File: config.mk
export PLATFORM = sky130hd
export DESIGN_NAME = stby_lowcore_mon
export DESIGN_NICKNAME = d
export VERILOG_FILES = /design/src/rtl/stby_pkg.sv /design/src/rtl/stby_sync.sv /design/src/rtl/stby_ctrl.sv /design/src/rtl/stby_therm_timer.sv /design/src/rtl/stby_lowcore_mon.sv
export SDC_FILE = /design/constraint.sdc
export NUM_CORES = 1
export LEC_CHECK = 0
export ABC_AREA = 1
export BUFFER_PORTS_ARGS = -buffer_cell sky130_fd_sc_hd__buf_2
export CAP_MARGIN = 10
export CORE_MARGIN = 1
export CORE_UTILIZATION = 40
export CTS_CLUSTER_SIZE = 12
export DETAILED_ROUTE_END_ITERATION = 8
export HOLD_SLACK_MARGIN = 0.1
export SLEW_MARGIN = 10
export SYNTH_ARGS = -nofsm -noshare
export SYNTH_HDL_FRONTEND = slang
export SYNTH_HIERARCHICAL = 1
export SYNTH_SLANG_ARGS = --single-unit
File: constraint.sdc
create_clock -name clk -period 1.7 [get_ports clk]
set_clock_uncertainty 0.05 [all_clocks]
set_input_delay 0.17 -clock clk [delete_from_list [all_inputs] [get_ports clk]]
set_output_delay 0.17 -clock clk [all_outputs]
set_load 0.01 [all_outputs]
File: src/rtl/stby_pkg.sv
`timescale 1ns/1ps
package stby_pkg;

   typedef struct packed {
      logic therm_mon;
      logic dyn_tmin;
      logic shdn;
   } stby_gate_t;

   function automatic stby_gate_t gates_for(input logic low_active);
      stby_gate_t g;
      g.therm_mon = ~low_active;
      g.dyn_tmin  = ~low_active;
      g.shdn      = ~low_active;
      return g;
   endfunction

endpackage

File: src/rtl/stby_sync.sv
`timescale 1ns/1ps
module stby_sync #(
   parameter int STAGES = 2
) (
   input  logic clk,
   input  logic rst_n,
   input  logic d_async,
   output logic q_sync
);

   generate
      if (STAGES < 2) begin : g_bad
         $error("stby_sync: STAGES must be at least 2");
      end
   endgenerate

   logic [STAGES-1:0] chain_q;

   always_ff @(posedge clk or negedge rst_n) begin
      if (!rst_n) chain_q <= '0;
      else        chain_q <= {chain_q[STAGES-2:0], d_async};
   end

   assign q_sync = chain_q[STAGES-1];

endmodule

File: src/rtl/stby_ctrl.sv
`timescale 1ns/1ps
module stby_ctrl
   import stby_pkg::*;
#(
   parameter bit ALERT_LOW = 1'b0
) (
   input  logic       clk,
   input  logic       rst_n,
   input  logic       low_sync,
   input  logic       stby_en,
   input  logic       alert_mask,
   input  logic       stat_clr,
   output logic       cond_o,
   output logic       stat_o,
   output logic       alert_o,
   output stby_gate_t gate_o
);

   logic stat_q;
   logic alert_act;

   assign cond_o = low_sync & stby_en;
   assign gate_o = gates_for(cond_o);

   always_ff @(posedge clk or negedge rst_n) begin
      if (!rst_n)      stat_q <= 1'b0;
      else if (cond_o) stat_q <= 1'b1;
      else if (stat_clr) stat_q <= 1'b0;
   end

   assign stat_o    = stat_q;
   assign alert_act = stat_q & ~alert_mask;

   generate
      if (ALERT_LOW) begin : g_alert_lo
         assign alert_o = ~alert_act;
      end else begin : g_alert_hi
         assign alert_o = alert_act;
      end
   endgenerate

   AST_SET_ON_COND: assert property (@(posedge clk) disable iff (!rst_n)
      cond_o |=> stat_q);
   AST_STAT_STICKY: assert property (@(posedge clk) disable iff (!rst_n)
      (stat_q && !stat_clr) |=> stat_q);
   AST_CLR_WORKS: assert property (@(posedge clk) disable iff (!rst_n)
      (stat_clr && !cond_o) |=> !stat_q);
   AST_MASK_QUIET: assert property (@(posedge clk) disable iff (!rst_n)
      alert_mask |-> (alert_o == ALERT_LOW));

endmodule

File: src/rtl/stby_therm_timer.sv
`timescale 1ns/1ps
module stby_therm_timer #(
   parameter int TIMER_W = 16
) (
   input  logic               clk,
   input  logic               rst_n,
   input  logic               therm_in,
   input  logic               mon_en,
   output logic [TIMER_W-1:0] count_o
);

   generate
      if (TIMER_W < 2 || TIMER_W > 32) begin : g_bad
         $error("stby_therm_timer: TIMER_W out of range 2..32");
      end
   endgenerate

   localparam logic [TIMER_W-1:0] CNT_MAX = {TIMER_W{1'b1}};

   logic [TIMER_W-1:0] cnt_q;
   logic               step;

   assign step = therm_in & mon_en & (cnt_q != CNT_MAX);

   always_ff @(posedge clk or negedge rst_n) begin
      if (!rst_n)    cnt_q <= '0;
      else if (step) cnt_q <= cnt_q + 1'b1;
   end

   assign count_o = cnt_q;

   AST_HOLD_FROZEN: assert property (@(posedge clk) disable iff (!rst_n)
      !mon_en |=> $stable(cnt_q));
   AST_NO_OVERFLOW: assert property (@(posedge clk) disable iff (!rst_n)
      (cnt_q == CNT_MAX) |=> (cnt_q == CNT_MAX));
   AST_IDLE_STILL: assert property (@(posedge clk) disable iff (!rst_n)
      !therm_in |=> $stable(cnt_q));

endmodule

File: src/rtl/stby_lowcore_mon.sv
`timescale 1ns/1ps
module stby_lowcore_mon
   import stby_pkg::*;
#(
   parameter int SYNC_STAGES = 2,
   parameter int TIMER_W     = 16,
   parameter bit ALERT_LOW   = 1'b0
) (
   input  logic               clk,
   input  logic               rst_n,
   input  logic               core_low_raw,
   input  logic               stby_en,
   input  logic               alert_mask,
   input  logic               stat_clr,
   input  logic               therm_in,
   output logic               stat_lowcore,
   output logic               alert_o,
   output logic               therm_mon_en,
   output logic               dyn_tmin_en,
   output logic               shutdown_en,
   output logic [TIMER_W-1:0] therm_count
);

   logic       low_sync;
   logic       cond;
   stby_gate_t gate;

   stby_sync #(.STAGES(SYNC_STAGES)) u_sync (
      .clk     (clk),
      .rst_n   (rst_n),
      .d_async (core_low_raw),
      .q_sync  (low_sync)
   );

   stby_ctrl #(.ALERT_LOW(ALERT_LOW)) u_ctrl (
      .clk        (clk),
      .rst_n      (rst_n),
      .low_sync   (low_sync),
      .stby_en    (stby_en),
      .alert_mask (alert_mask),
      .stat_clr   (stat_clr),
      .cond_o     (cond),
      .stat_o     (stat_lowcore),
      .alert_o    (alert_o),
      .gate_o     (gate)
   );

   stby_therm_timer #(.TIMER_W(TIMER_W)) u_timer (
      .clk      (clk),
      .rst_n    (rst_n),
      .therm_in (therm_in),
      .mon_en   (gate.therm_mon),
      .count_o  (therm_count)
   );

   assign therm_mon_en = gate.therm_mon;
   assign dyn_tmin_en  = gate.dyn_tmin;
   assign shutdown_en  = gate.shdn;

   AST_GATES_TOGETHER: assert property (@(posedge clk) disable iff (!rst_n)
      (therm_mon_en == dyn_tmin_en) && (dyn_tmin_en == shutdown_en));
   AST_DISABLED_QUIET: assert property (@(posedge clk) disable iff (!rst_n)
      !stby_en |-> (therm_mon_en && shutdown_en));
   AST_GATE_MARKS_STAT: assert property (@(posedge clk) disable iff (!rst_n)
      !shutdown_en |=> stat_lowcore);

endmodule

== Word-level counts from Yosys, hierarchy flattened ==
Index checks and enable logic that the tools add are counted.

* Reduce and logical (&&, ||, !) cells: 1
* Bitwise logic cells: 6
* Add/subtract/negate cells: 1
* Mux-type cells: 2
* Equal/unequal tests: 1

{| class="wikitable"
|+ Operators with widths
! cell !! count
|-
| $add 16x1->16 const B || 1
|-
| $ne 16x16->1 const B || 1
|-
| $and 1x1->1 || 4
|-
| $mux 1 || 2
|-
| $not 1->1 || 2
|-
| $reduce_bool 2->1 || 1
|}

* Output and inout port bits: 21
* Input bits: 7
* Bits in registers: 19
* Logic and storage cells: 14

== Logic depth before layout (Yosys ltp) ==
Gate-level depths: netlist (run 1).

* Word-level depth: 4
* Depth in mapped cells: 9
* Depth with buffers taken out: 9

== By module ==
The synthesis (run 1) kept the hierarchy.

{| class="wikitable"
|+ Modules (own cells, without submodules)
! module !! cells each !! area an instance (um^2) !! instances !! sequential area each (um^2)
|-
| stby_therm_timer || 146 || 1014.7 || 1 || 400.4
|-
| stby_ctrl || 10 || 73.8 || 1 || 25.0
|-
| stby_sync || 2 || 50.0 || 1 || 50.0
|}

== Worst setup path before layout (run 1) ==
OpenSTA, ideal clock, no wires.

* Kind: reg2reg
* Start point: reg u_timer.cnt_q[1] (netlist: u_timer/count_o[1])
* End point: reg u_timer.cnt_q[11] (netlist: u_timer/count_o[11])
* Arrival time: 1.375 ns
* Period minus slack after synthesis: 1.541 ns
* Stages on the path, launching flop included: 10
* Setup slack: 0.159 ns
* Path buffers: 1
* Setup time: 0.116 ns
* Required time: 1.534 ns
* Cell sequence: dfrtp_1 ha_1 nand3_2 inv_2 nand2_4 nor2_1 nor2_2 buf_6 nand2_1 nand2_1

* Longest elaborated chain between the ends: 2
* Elaborated cells on any way between the ends: 3
* Classes of those cells: add/sub: 1; eq/ne: 1; bitwise: 1

{| class="wikitable"
|+ Ends and longest elaborated chain
! item !! RTL line !! source
|-
| from (decl) || stby_therm_timer.sv:20 || <nowiki>logic [TIMER_W-1:0] cnt_q;</nowiki>
|-
| from (signal assigned) || stby_therm_timer.sv:27 || <nowiki>else if (step) cnt_q <= cnt_q + 1'b1;</nowiki>
|-
| parallel branches: the longest is 2 deep, another holds $add 16x1->16 || n/a ||
|}

Several ways; the timed one is not identified.
A chain may end at the register's enable or synchronous reset.

== Final worst setup path (run 1) ==
* Start point: reg u_timer.cnt_q[1] (netlist: u_timer/count_o[1])
* End point: reg u_timer.cnt_q[10] (netlist: u_timer/count_o[10])

The elaborated chain is that of the path after synthesis.

==> reports/metrics.yaml, run 1 <==
critical_path:
  rrSetupSlack_ns: 0.12
  cp_top_family: "simple AND/OR/NAND/NOR gates"
  end_kind: "register"
  regToRegEndpoint: "u_timer/count_o[10]"
  required_ns: 1.83
  cp.arrival_ns: 1.71
  cp_slowest_cell: "dfrtp_1"
  critPathBufInv: 2
  path_max_fanout: 15
  slowest_delay_ns: 0.42
  reg2reg_depth: 9
  r2r_start: "u_timer/count_o[1]"
  critical_path_class: "reg2reg"
  path_cells: "ha_2 -> nand3_2 -> inv_2 -> nand2_4 -> nor2_2 -> nor2_4 -> buf_12 -> nand2_1 -> o21ai_0"
  startpoint_type: "register"
grt:
  grt_max_degree: 20
  grt_pass1_vias: 1044
  grt_pass1_wl_um: 4610
  busiest_layer: "met2"
  antenna_found_initial: 0
  grt_usage_pct: 18.5
  use_met2_pct: 30.3
  use_met1_pct: 24.8
  met3_usage_pct: 3.04
  grt_overflow_total: 0
power:
  p_per_area_nw_per_um2: 854
  power_frac_seq_pct: 49.6
  p_sw_mw: 0.426
  combPwrFrac_pct: 31.0
  clkPwrFrac_pct: 19.4
  p_int_mw: 0.789
  peakVddDrop_v: 0.000751
  p_leak_nw: 0.725
  swShare_pct: 35.1
cells_and_area:
  final_cell_mix: "69 x nand2_1, 27 x buf_2, 19 x dfrtp_1"
  layout_commonest_cell: "nand2_1"
  drive_gt1_share_pct: 26.2
  final_nets: 204
  syn2layout_area_growth_pct: 25.5
  n_antenna_cell: 0
worst_hold_path:
  worstHoldEndpoint: "u_timer/count_o[8]"
  whs_path_depth: 5
  hold_class: "in2reg"
  hold_path_startpoint: "therm_in"
clocking:
  clockBufferDepth: 2
  clk_pin_slew_ns: 0.12
  cts_tree: "built"
  clkLatencyLatePin_ns: 0.30
  clock-sinks: 19
  cts_inserted_buffers: 3
  cts-root-buf: "clkbuf_4"
  cts_max_level: 1
flow_run:
  drv_cap: 0
route:
  drtAntennaViolNets: 0
  wirelength_um: 2500
  dr_total_vias: 1068
  vias_per_cell: 4.75
  drc: 0
  drt_first_pass_iters: 4
  drtIter0Drc: 31
  wl_per_cell_um: 11.1
floorplanning:
  initial_utilization_pct: 44.2
  row_count: 18
  coreArea_um2: 2570
  die_w_um: 55.3
  ioPinCount: 28
  die_area_um2: 3050
  die_h_um: 55.3
timing:
  setup_viol: 0
  tightest_slew_ns: 0.438
  finalCriticalPeriod_ns: 1.58
  hold_viol_final: 0
  slew_violations: 0
  finalCritPeriodShare_pct: 92.7
  setup_tns_ns: 0
  fmax_mhz: 635
  slew_headroom_pct: 70.8
  holdWs_ns: 0.214
placement:
  io_buffers: 27
  dp_hpwl_um: 1740
  gp_congestion: 0.872
synthesis:
  ys_warn_count: 6
  synthCells: 157
  syn-cell-area_um2: 1130
  syn_avg_cell_area_um2: 7.23
  syn_nets: 165
status:
  status: "completed"
==> final cells by class <==
type / instances / area [um^2]
sequential: 19 / 475
clock buffer: 4 / 26.3
multi-input combinational: 119 / 576
timing repair buffer: 38 / 253
tap: 30 / 37.5
inverter: 15 / 56.3
fill: 256 / 1140
==> routing by layer <==
metal	part of all wire, %	routed length [um]
met2	46	1140
met3	4.3	107
met4	1.7	43
met1	48	1200
met5	0	0
==> power groups by stage <==
stage | clock [mW] | sequential [mW] | combinational, mW
2_1_floorplan | 0 | 0.630 | 0.180
3_3_place_gp | 0 | 0.609 | 0.326
3_5_place_dp | 0 | 0.612 | 0.332
4_1_cts | 0.245 | 0.604 | 0.344
5_1_grt | 0.258 | 0.620 | 0.423
6_report | 0.235 | 0.604 | 0.377
==> worst max-delay path by stage <==
stage | startpoint | to | cells after the start
3_5_place_dp | u_timer/count_o[1] | u_timer/count_o[4] | 8
3_3_place_gp | u_timer/count_o[1] | u_timer/count_o[7] | 7
6_report | u_timer/count_o[1] | u_timer/count_o[10] | 9
5_1_grt | u_timer/count_o[5] | u_timer/count_o[7] | 8
4_1_cts | u_timer/count_o[1] | u_timer/count_o[4] | 8
2_1_floorplan | u_timer/count_o[1] | u_timer/count_o[11] | 9
==> flip-flops by register name (all words and copies together), names as in the netlist <==
signal	count
u_timer/count_o	16
u_sync/chain_q	2
u_ctrl/stat_o	1
==> worst min-delay path: cells and delay by family <==
family | cells | cell delay [ns]
buf+inv | 1 | 0.09
simple gates | 4 | 0.28
==> stage by stage <==
step | instance area (um^2) | util [%] | cells | worst slack, ns | power [mW]
after floorplan | 1130 | - | 157 | 0.159 | 0.810
after global placement | 1280 | 50.0 | 212 | -0.0383 | 0.934
after detailed placement | 1280 | 50.0 | 212 | -0.108 | 0.944
after CTS | 1360 | 52.8 | 220 | 0.0811 | 1.19
after global routing | 1420 | 55.5 | 225 | -0.0396 | 1.30
final | 1420 | 55.5 | 225 | 0.124 | 1.22
==> timing repair <==
item,CTS,global route
hold buffers,4,0
pin swaps,0,2
gates resized for setup,1,2
endpoints found under the hold margin,21,0
setup endpoints to repair,12,12
buffers inserted,0,5
cloned,0,0
No activity file was read; power rests on OpenSTA's default activity.
==> run 2, diff against run 1 <==
--- a/config.mk
+++ b/config.mk
@@ -5,10 +5,10 @@
 export SDC_FILE = /design/constraint.sdc
 export NUM_CORES = 1
 export LEC_CHECK = 0
-export ABC_AREA = 1
+export ABC_AREA = 0
 export BUFFER_PORTS_ARGS = -buffer_cell sky130_fd_sc_hd__buf_2
 export CAP_MARGIN = 10
-export CORE_MARGIN = 1
+export CORE_MARGIN = 2
 export CORE_UTILIZATION = 40
 export CTS_CLUSTER_SIZE = 12
 export DETAILED_ROUTE_END_ITERATION = 8
==> run 2 against run 1 <==
- utilization increased by 1.7 points
- die area decreased by 12%
- critical path type unchanged
- final area down 12%
- clock power shrank 6%
- first-iteration DRC count shrank 81%
- largest power group unchanged
- combinational power up 7.7%
==> reports/metrics.yaml, run 2 <==
worst_hold_path:
  hold_path_startpoint: "stby_en"
  hold_class: "in2reg"
  worstHoldEndpoint: "u_ctrl/stat_o"
  whs_path_depth: 4
critical_path:
  cp.arrival_ns: 1.72
  r2r_start: "u_timer/count_o[8]"
  rrSetupSlack_ns: 0.11
  path_max_fanout: 5
  required_ns: 1.83
  regToRegEndpoint: "u_timer/count_o[1]"
  startpoint_type: "register"
  critical_path_class: "reg2reg"
  end_kind: "register"
  reg2reg_depth: 4
floorplanning:
  coreArea_um2: 2190
  row_count: 17
  initial_utilization_pct: 41.7
  die_area_um2: 2680
  ioPinCount: 28
  die_h_um: 51.8
  die_w_um: 51.8
timing:
  fmax_mhz: 630
  tightest_slew_ns: 0.427
  finalCritPeriodShare_pct: 93.4
  setup_viol: 0
  setup_tns_ns: 0
  slew_headroom_pct: 71.5
  finalCriticalPeriod_ns: 1.59
  slew_violations: 0
  hold_viol_final: 0
  fin_ws_ns: 0.112
  rsz0062_at_grt: "no"
synthesis:
  syn_avg_cell_area_um2: 11.0
  syn_nets: 91
  ys_warn_count: 6
  synthCells: 83
  syn-cell-area_um2: 913
cells_and_area:
  n_antenna_cell: 0
  stdcell_area_um2: 1250
  largest_reg_flops: 16
  post-route-util_pct: 57.1
  syn2layout_area_growth_pct: 37.0
  drive_gt1_share_pct: 44.1
  final_cell_mix: "27 x buf_2, 15 x dfrtp_1, 11 x buf_4"
  final_nets: 136
  layout_commonest_cell: "buf_2"
placement:
  pre_cts_slack_ns: -0.0158
  io_buffers: 27
  dp_hpwl_um: 1490
  dpl-instance-area_um2: 1140
  gp_congestion: 0.820
route:
  vias_per_cell: 4.90
  drc: 0
  wl_per_cell_um: 12.9
  wirelength_um: 2010
  drt_first_pass_iters: 5
  dr_total_vias: 759
  drtAntennaViolNets: 0
  drtIter0Drc: 6
clocking:
  clk_pin_slew_ns: 0.10
  clock-sinks: 19
  cts_inserted_buffers: 3
  cts_max_level: 1
  clkLatencyLatePin_ns: 0.29
  clockBufferDepth: 2
  cts_tree: "built"
  cts-root-buf: "clkbuf_4"
grt:
  grt_overflow_total: 0
  grt_pass1_vias: 728
  antenna_found_initial: 0
  grt_pass1_wl_um: 3400
  grt_usage_pct: 17.2
  grt_max_degree: 20
power:
  peakVddDrop_v: 0.000728
  p_leak_nw: 0.663
  p_per_area_nw_per_um2: 1000
  p_total_mw: 1.26
status:
  status: "completed"
flow_run:
  drv_cap: 0
run 2: worst max-delay path: stages (launching register included):
cell,delay (ns)
dfrtp_2,0.43
nand4_2,0.19
nor4_4,0.40
nor2b_2,0.10
mux2_4,0.31
run 2: final cells by class:
cell class / count / area (um^2)
fillers: 207 / 940
flip-flops and latches: 19 / 480
multi-input cells: 58 / 435
repair buffers: 42 / 259
well taps: 28 / 35.0
clock buffers: 4 / 26.3
inverters: 4 / 15.0
run 2: repair_timing:
action,CTS,global route
endpoints found under the hold margin,21,0
hold buffers,3,0
setup buffers,1,1
resized for setup,1,9
endpoints found under the setup margin,5,8
pin swaps,1,2
run 2: power by group:
group          total, mW  switching, mW  internal (mW)
combinational      0.406          0.201          0.205
clock              0.222          0.131         0.0911
sequential         0.627         0.0939          0.533
run 2: through the flow:
| step | std cells | hold WS [ns] |
|---|---|---|
| floorplan | 83 | -0.176 |
| global placement | 146 | 0.0839 |
| detailed placement | 146 | 0.0844 |
| CTS | 154 | 0.197 |
| global route | 155 | 0.220 |
| finish | 155 | 0.207 |
run 2: worst max-delay path by stage:
stage	from	endpoint	slack [ns]	cells after the start
after CTS	u_timer/count_o[8]	u_timer/count_o[11]	0.02	5
after floorplan	u_timer/count_o[12]	u_timer/count_o[1]	0.01	4
final	u_timer/count_o[8]	u_timer/count_o[1]	0.11	4
after detailed placement	u_timer/count_o[15]	u_timer/count_o[15]	-0.02	5
after global routing	u_timer/count_o[0]	u_timer/count_o[12]	0.001	5
after global placement	u_timer/count_o[15]	u_timer/count_o[15]	0.008	5
run 2: routing by layer:
metal  global-route usage (%)  vias up  wire length, um  share of wire (%)
met4                     5.26        0                9               0.45
met3                     3.45        2               57                2.8
met5                        0        -                0                  0
met1                     23.5      370              960                 48
li1                         -      376                -                  -
met2                     27.4       11              979                 49
